--- config.mk ---
export PLATFORM = sky130hd
export DESIGN_NAME = fm_slot_sequencer
export DESIGN_NICKNAME = d
export VERILOG_FILES = /design/src/rtl/fmseq_pkg.sv /design/src/rtl/fmseq_rst_sync.sv /design/src/rtl/fmseq_slot_counter.sv /design/src/rtl/fmseq_phase_ring.sv /design/src/rtl/fmseq_alg_rom.sv /design/src/rtl/fm_slot_sequencer.sv
export SDC_FILE = /design/constraint.sdc
export NUM_CORES = 1
export LEC_CHECK = 0
export BUFFER_PORTS_ARGS = -buffer_cell sky130_fd_sc_hd__buf_2
export CELL_PAD_IN_SITES_DETAIL_PLACEMENT = 0
export CELL_PAD_IN_SITES_GLOBAL_PLACEMENT = 2
export CORE_ASPECT_RATIO = 1.1
export CORE_UTILIZATION = 52
export CTS_BUF_LIST = sky130_fd_sc_hd__clkbuf_4 sky130_fd_sc_hd__clkbuf_8
export DETAILED_ROUTE_END_ITERATION = 10
export PLACE_DENSITY = 0.86
export SETUP_SLACK_MARGIN = 0.05
export SLEW_MARGIN = 20
export SYNTH_ARGS = -nofsm -noshare
export SYNTH_HDL_FRONTEND = slang
export SYNTH_SLANG_ARGS = --single-unit
--- constraint.sdc ---
create_clock -name clk -period 76.7 [get_ports clk]
set_clock_uncertainty 0.15 [all_clocks]
set_input_delay 7.67 -clock clk [delete_from_list [all_inputs] [get_ports clk]]
set_output_delay 7.67 -clock clk [all_outputs]
set_load 0.02 [all_outputs]
--- src/rtl/fmseq_pkg.sv ---
package fmseq_pkg;

  localparam int ALG_W  = 5;
  localparam int CTL_W  = 9;

  typedef struct packed {
    logic [2:0] sel;
    logic       fb_ld;
    logic       mem_hold;
    logic       mem_ld;
    logic [2:0] com;
  } ctl_word_t;

endpackage

--- src/rtl/fmseq_rst_sync.sv ---
module fmseq_rst_sync (
  input  logic clk,
  input  logic rst_n,
  output logic rst_sync_n
);

  logic meta_q;
  logic hold_q;

  always_ff @(posedge clk or negedge rst_n) begin
    if (!rst_n) begin
      meta_q <= 1'b0;
      hold_q <= 1'b0;
    end else begin
      meta_q <= 1'b1;
      hold_q <= meta_q;
    end
  end

  assign rst_sync_n = hold_q;

endmodule

--- src/rtl/fmseq_slot_counter.sv ---
module fmseq_slot_counter #(
  parameter int NUM_VOICES = 16,
  parameter int NUM_OPS    = 6,
  localparam int VW = $clog2(NUM_VOICES),
  localparam int OW = $clog2(NUM_OPS + 1)
) (
  input  logic          clk,
  input  logic          rst_n,
  output logic [VW-1:0] voice,
  output logic [OW-1:0] op,
  output logic          frame_last
);

  localparam logic [VW-1:0] VOICE_LAST = VW'(NUM_VOICES - 1);
  localparam logic [OW-1:0] OP_TOP     = OW'(NUM_OPS);
  localparam logic [OW-1:0] OP_BOTTOM  = OW'(1);

  logic [VW-1:0] voice_q, voice_d;
  logic [OW-1:0] op_q, op_d;
  logic          voice_wrap;

  always_comb begin
    voice_wrap = (voice_q == VOICE_LAST);
    voice_d    = voice_wrap ? '0 : voice_q + VW'(1);
    op_d       = op_q;
    if (voice_wrap) begin
      op_d = (op_q == OP_BOTTOM) ? OP_TOP : op_q - OW'(1);
    end
  end

  always_ff @(posedge clk or negedge rst_n) begin
    if (!rst_n) begin
      voice_q <= '0;
      op_q    <= OP_TOP;
    end else begin
      voice_q <= voice_d;
      op_q    <= op_d;
    end
  end

  assign voice      = voice_q;
  assign op         = op_q;
  assign frame_last = voice_wrap && (op_q == OP_BOTTOM);

endmodule

--- src/rtl/fmseq_phase_ring.sv ---
module fmseq_phase_ring #(
  parameter int DEPTH = 96,
  parameter int PH_W  = 22
) (
  input  logic            clk,
  input  logic            rst_n,
  input  logic [PH_W-1:0] inc,
  output logic [PH_W-1:0] acc_new
);

  logic [PH_W-1:0] stage_q [DEPTH];

  assign acc_new = stage_q[DEPTH-1] + inc;

  generate
    for (genvar g = 0; g < DEPTH; g++) begin : g_stage
      logic [PH_W-1:0] stage_d;
      if (g == 0) begin : g_head
        assign stage_d = acc_new;
      end else begin : g_body
        assign stage_d = stage_q[g-1];
      end
      always_ff @(posedge clk or negedge rst_n) begin
        if (!rst_n) stage_q[g] <= '0;
        else        stage_q[g] <= stage_d;
      end
    end
  endgenerate

endmodule

--- src/rtl/fmseq_alg_rom.sv ---
module fmseq_alg_rom
  import fmseq_pkg::*;
#(
  parameter int OW = 3
) (
  input  logic [ALG_W-1:0] alg,
  input  logic [OW-1:0]    op,
  output ctl_word_t        word
);

  logic [CTL_W-1:0] raw;

  always_comb begin
    raw = '0;
    unique case (alg)
      ALG_W'(0): begin
        case (op)
          OW'(6): raw = 9'b001_100_000;
          OW'(5): raw = 9'b001_000_000;
          OW'(4): raw = 9'b001_000_001;
          OW'(3): raw = 9'b000_001_000;
          OW'(2): raw = 9'b001_010_001;
          OW'(1): raw = 9'b101_011_000;
          default: raw = '0;
        endcase
      end
      ALG_W'(1): begin
        case (op)
          OW'(6): raw = 9'b001_000_000;
          OW'(5): raw = 9'b001_000_000;
          OW'(4): raw = 9'b001_000_001;
          OW'(3): raw = 9'b101_001_000;
          OW'(2): raw = 9'b001_110_001;
          OW'(1): raw = 9'b000_011_000;
          default: raw = '0;
        endcase
      end
      ALG_W'(7): begin
        case (op)
          OW'(6): raw = 9'b001_000_000;
          OW'(5): raw = 9'b101_001_000;
          OW'(4): raw = 9'b010_111_001;
          OW'(3): raw = 9'b000_001_000;
          OW'(2): raw = 9'b001_010_001;
          OW'(1): raw = 9'b000_011_000;
          default: raw = '0;
        endcase
      end
      default: raw = '0;
    endcase
  end

  assign word = ctl_word_t'(raw);

endmodule

--- src/rtl/fm_slot_sequencer.sv ---
module fm_slot_sequencer
  import fmseq_pkg::*;
#(
  parameter int NUM_VOICES = 16,
  parameter int NUM_OPS    = 6,
  parameter int PH_W       = 22,
  parameter int IDX_W      = 12,
  localparam int NUM_SLOTS = NUM_VOICES * NUM_OPS,
  localparam int VW        = $clog2(NUM_VOICES),
  localparam int OW        = $clog2(NUM_OPS + 1)
) (
  input  logic             clk,
  input  logic             rst_n,
  input  logic [PH_W-1:0]  freq_inc,
  input  logic             alg_wr_en,
  input  logic [ALG_W-1:0] alg_wr_num,
  output logic [IDX_W-1:0] ph_index,
  output logic [VW-1:0]    voice_idx,
  output logic [OW-1:0]    op_idx,
  output logic [2:0]       ctl_sel,
  output logic             ctl_fb_load,
  output logic             ctl_mem_hold,
  output logic             ctl_mem_load,
  output logic [2:0]       ctl_com
);

  logic             rst_sync_n;
  logic             frame_last;
  logic [PH_W-1:0]  acc_new;
  logic [ALG_W-1:0] alg_pend_q, alg_pend_d;
  logic [ALG_W-1:0] alg_act_q, alg_act_d;
  logic             alg_act_en;
  ctl_word_t        ctl_word;

  fmseq_rst_sync u_rst_sync (
    .clk        (clk),
    .rst_n      (rst_n),
    .rst_sync_n (rst_sync_n)
  );

  fmseq_slot_counter #(
    .NUM_VOICES (NUM_VOICES),
    .NUM_OPS    (NUM_OPS)
  ) u_slot_counter (
    .clk        (clk),
    .rst_n      (rst_sync_n),
    .voice      (voice_idx),
    .op         (op_idx),
    .frame_last (frame_last)
  );

  fmseq_phase_ring #(
    .DEPTH (NUM_SLOTS),
    .PH_W  (PH_W)
  ) u_phase_ring (
    .clk     (clk),
    .rst_n   (rst_sync_n),
    .inc     (freq_inc),
    .acc_new (acc_new)
  );

  // Algorithm number: pending copy follows every write, active copy
  // loads only on the edge that ends the last slot of a frame.
  always_comb begin
    alg_pend_d = alg_wr_en ? alg_wr_num : alg_pend_q;
    alg_act_en = frame_last;
    alg_act_d  = alg_pend_d;
  end

  always_ff @(posedge clk or negedge rst_sync_n) begin
    if (!rst_sync_n) begin
      alg_pend_q <= '0;
      alg_act_q  <= '0;
    end else begin
      alg_pend_q <= alg_pend_d;
      if (alg_act_en) alg_act_q <= alg_act_d;
    end
  end

  fmseq_alg_rom #(
    .OW (OW)
  ) u_alg_rom (
    .alg  (alg_act_q),
    .op   (op_idx),
    .word (ctl_word)
  );

  assign ph_index     = acc_new[PH_W-1 -: IDX_W];
  assign ctl_sel      = ctl_word.sel;
  assign ctl_fb_load  = ctl_word.fb_ld;
  assign ctl_mem_hold = ctl_word.mem_hold;
  assign ctl_mem_load = ctl_word.mem_ld;
  assign ctl_com      = ctl_word.com;

endmodule

==> results_dict.tcl <==
set metrics [dict create \
    netlist_top_cells_count "dfrtp_1 (2129), ha_1 (27), nor2_1 (22)" \
    htreeDepth 5 \
    worst_path_max_delay_cell "fa_1" \
    seq_area_mm2 0.05333 \
    crit_start "freq_inc[0]" \
    p_leak_nw 31.94 \
    drc_errors 0 \
    num_io_pins 58 \
    crit_chain "buf_2 -> ha_1 -> fa_1 -> a21oi_1 -> o221ai_2 -> o211ai_2 -> o21bai_2 -> a221oi_2 -> xnor2_1 -> buf_2" \
    cap_violations 0 \
    grt-ovfl-total 0 \
    syn_avg_cell_area_um2 23.29 \
    peakVddDrop_mv 0.01823 \
    synthCells 2362 \
    met3_length_mm 5.121 \
    cp_top_family "compound AO/OA/AOI/OAI gates" \
    grtUsageTotal_pct 15.94 \
    clkLatencyLatePin_ns 0.93 \
    grt_setup_unrepaired "false" \
    synthAdderAreaFrac_pct 0.6504 \
    dieArea_mm2 0.1071 \
    routed_wl_mm 80.08 \
    crit_top_cell "buf_2" \
    postCtsResizedCells 0 \
    core_mm2 0.1044 \
    crit_type "in2out" \
    maxSlewHeadroom_pct 34.88 \
    hp-class "reg2async" \
    die_w_um 312.1 \
    cts_hold_buf 0 \
    yosys.area_share.simple_pct 0.5571 \
    netlist.top_cell.by_area "dfrtp_1" \
    seq_area_frac_synth_pct 96.93 \
    crit_buf_inv 2 \
    row_count 124 \
    met2WireLength_mm 35.98 \
    grt_pass1_wl_mm 130.8 \
    cts_num_sinks 2131 \
    grt_pass1_vias 23090 \
    layout-drive-gt1-share_pct 21.98 \
    fin_tns_setup_ns 0 \
    cts.path.max_buffers 4 \
    postCtsSetupBuffers 0 \
    outcome "complete, no violations" \
    p_per_area_mw_per_mm2 33.40 \
    path_clk_slew_ns 0.06 \
    ant_nets 0 \
    hpwlAfterDp_mm 38.85 \
    dp.cells 3808 \
    drtPass1Iterations 4 \
    path_depth 10 \
    reg2reg_depth 6 \
    fillers 6742 \
    synth_edf_count 0 \
    holdWs_ns 0.06316 \
    yosys.cell_count.top_type "dfrtp_1" \
    critPathMaxFanout 4 \
    via_per_inst 4.520 \
    final-max-slew-violation-count 0 \
    crit_arrival_ns 10.16 \
    p_total_mw 2.136 \
    end_kind "primary output" \
    grt_max_degree 207 \
    period_minus_slack_ns 17.98 \
    cts_tree "done" \
    antenna_found_initial 11 \
    synth_xor_area_share_pct 0.3184 \
    synth_area_mm2 0.05502 \
    multiInputGateArea_mm2 0.001528 \
    synth.distinct_cells 50 \
    wl_met1_mm 37.33 \
    finalHoldViolations 0 \
    reg2reg_from "u_rst_sync.rst_sync_n" \
    synth_warnings 0 \
    synth_seq_cells 2131 \
    numCtsBuffers 320 \
    fin_cells 4355 \
    io_buffers 55 \
    synth-compound-area-share_pct 0.9869 \
    syn_to_final_growth_pct 16.24 \
    route.vias.total 19680 \
    synth_top_family_by_area "compound AO/OA/AOI/OAI gates" \
    setup-violations-final 0 \
    finalCritPeriodShare_pct 23.44 \
    synthFlopType "dfrtp_1" \
    worstMarginPinSlew_ns 0.9769 \
    synthArstFlopShare_pct 100.0 \
    die_h_um 343.2 \
    synth.area.mux_share_pct 0.2433 \
    yosysTopAreaCellShare_pct 96.83 \
    floorplan.initialDensity_pct 52.69 \
    routabilityCongestion 0.8325 \
    cpPeakStageDelay_ns 0.51 \
    synth_area_leaders "dfrtp_1 (97%), ha_1 (0.61%), mux2_2 (0.23%), buf_4 (0.19%), o21ai_0 (0.17%)" \
    fmax_ghz 0.05562 \
    layout.nets 2805 \
    worstPathRequired_ns 68.88 \
    drt_iter0_drc 1229 \
    cts-root-buf "clkbuf_8" \
    highest_layer "met5" \
    cp-start-kind "primary input" \
    routedWlPerCell_um 18.39 \
]
-- cell families after synthesis --
group                      Yosys count
AOI/OAI and AO/OA                   77
DFF                               2131
adders and majority gates           28
buffers and inverters               28
and+or+nand+nor                     64
muxes                               12
xor gates and xnor gates            20
other                                2
-- cells in the final DEF, fill, tap and decap left out, types with 6 or more instances in the layout --
cell / n
a21o_1: 6
clkinv_2: 23
nor2_1: 22
a21oi_1: 16
xor2_1: 10
nand2_1: 13
clkinvlp_4: 8
buf_4: 12
inv_1: 9
clkbuf_8: 407
ha_1: 27
buf_2: 55
nand3_1: 9
dfrtp_1: 2128
bufinv_16: 7
clkbuf_4: 92
o21ai_0: 19
buf_6: 9
xnor2_1: 10
mux2_2: 11
-- worst paths after layout --
kind	to	slack, ns
max in group asynchronous	u_rst_sync.rst_sync_n	69.88
worst max register to register	u_phase_ring.g_stage[20].stage_d[17]	72.34
worst min-delay path	u_phase_ring.g_stage[7].stage_d[0]	0.06
worst max-delay path	ph_index[10]	58.72
worst min register to register	u_phase_ring.g_stage[7].stage_d[0]	0.06
min in group clk	u_phase_ring.g_stage[36].stage_d[0]	0.13
-- layout make-up --
type                       count  area share [%]
multi-input combinational    204           2.389
clock buffer                 499           9.839
clock inverter                43          0.6984
tap                         1386           2.712
sequential                  2131           83.39
timing repair buffer          81          0.9097
antenna                        2        0.007826
inverter                       9         0.05282
-- per-layer routing --
| metal | GRT usage, % | up-vias |
|---|---|---|
| met1 | 24.07 | 10800 |
| met4 | 6.076 | 4 |
| li1 | - | 8271 |
| met5 | 0 | - |
| met2 | 22.10 | 453 |
| met3 | 5.077 | 160 |
-- registers in the layout (all words and copies together) (netlist names) --
register and cells:
alg_pend_q 5, u_slot_counter.op 3, u_rst_sync.rst_sync_n 1, u_phase_ring.stage_q 22
u_slot_counter.voice 4, u_rst_sync.meta_q 1, alg_act_q 5, u_phase_ring.g_stage.stage_d 2090
-- worst register-to-register path, delay by kind of cell, from the launching register on --
| kind | cells | cell delay (ns) |
|---|---|---|
| buffers and inverters | 6 | 3.53 |
| flip-flops | 1 | 0.66 |
-- where the power goes --
part           internal [mW]  switching [mW]  leakage, nW
Clock                  0.543           0.400         3.57
Combinational        0.00337          0.0238         1.17
Sequential              1.15          0.0107         27.2
-- stage by stage --
stage	worst slack, ns	util (%)	area (um2)
floorplan	12.75	-	55020
global placement	58.77	54.69	57100
detailed placement	58.71	54.69	57100
CTS	58.69	61.14	63840
global route	58.60	61.25	63950
finish	58.72	61.25	63950
(Power assumes the default switching activity.)
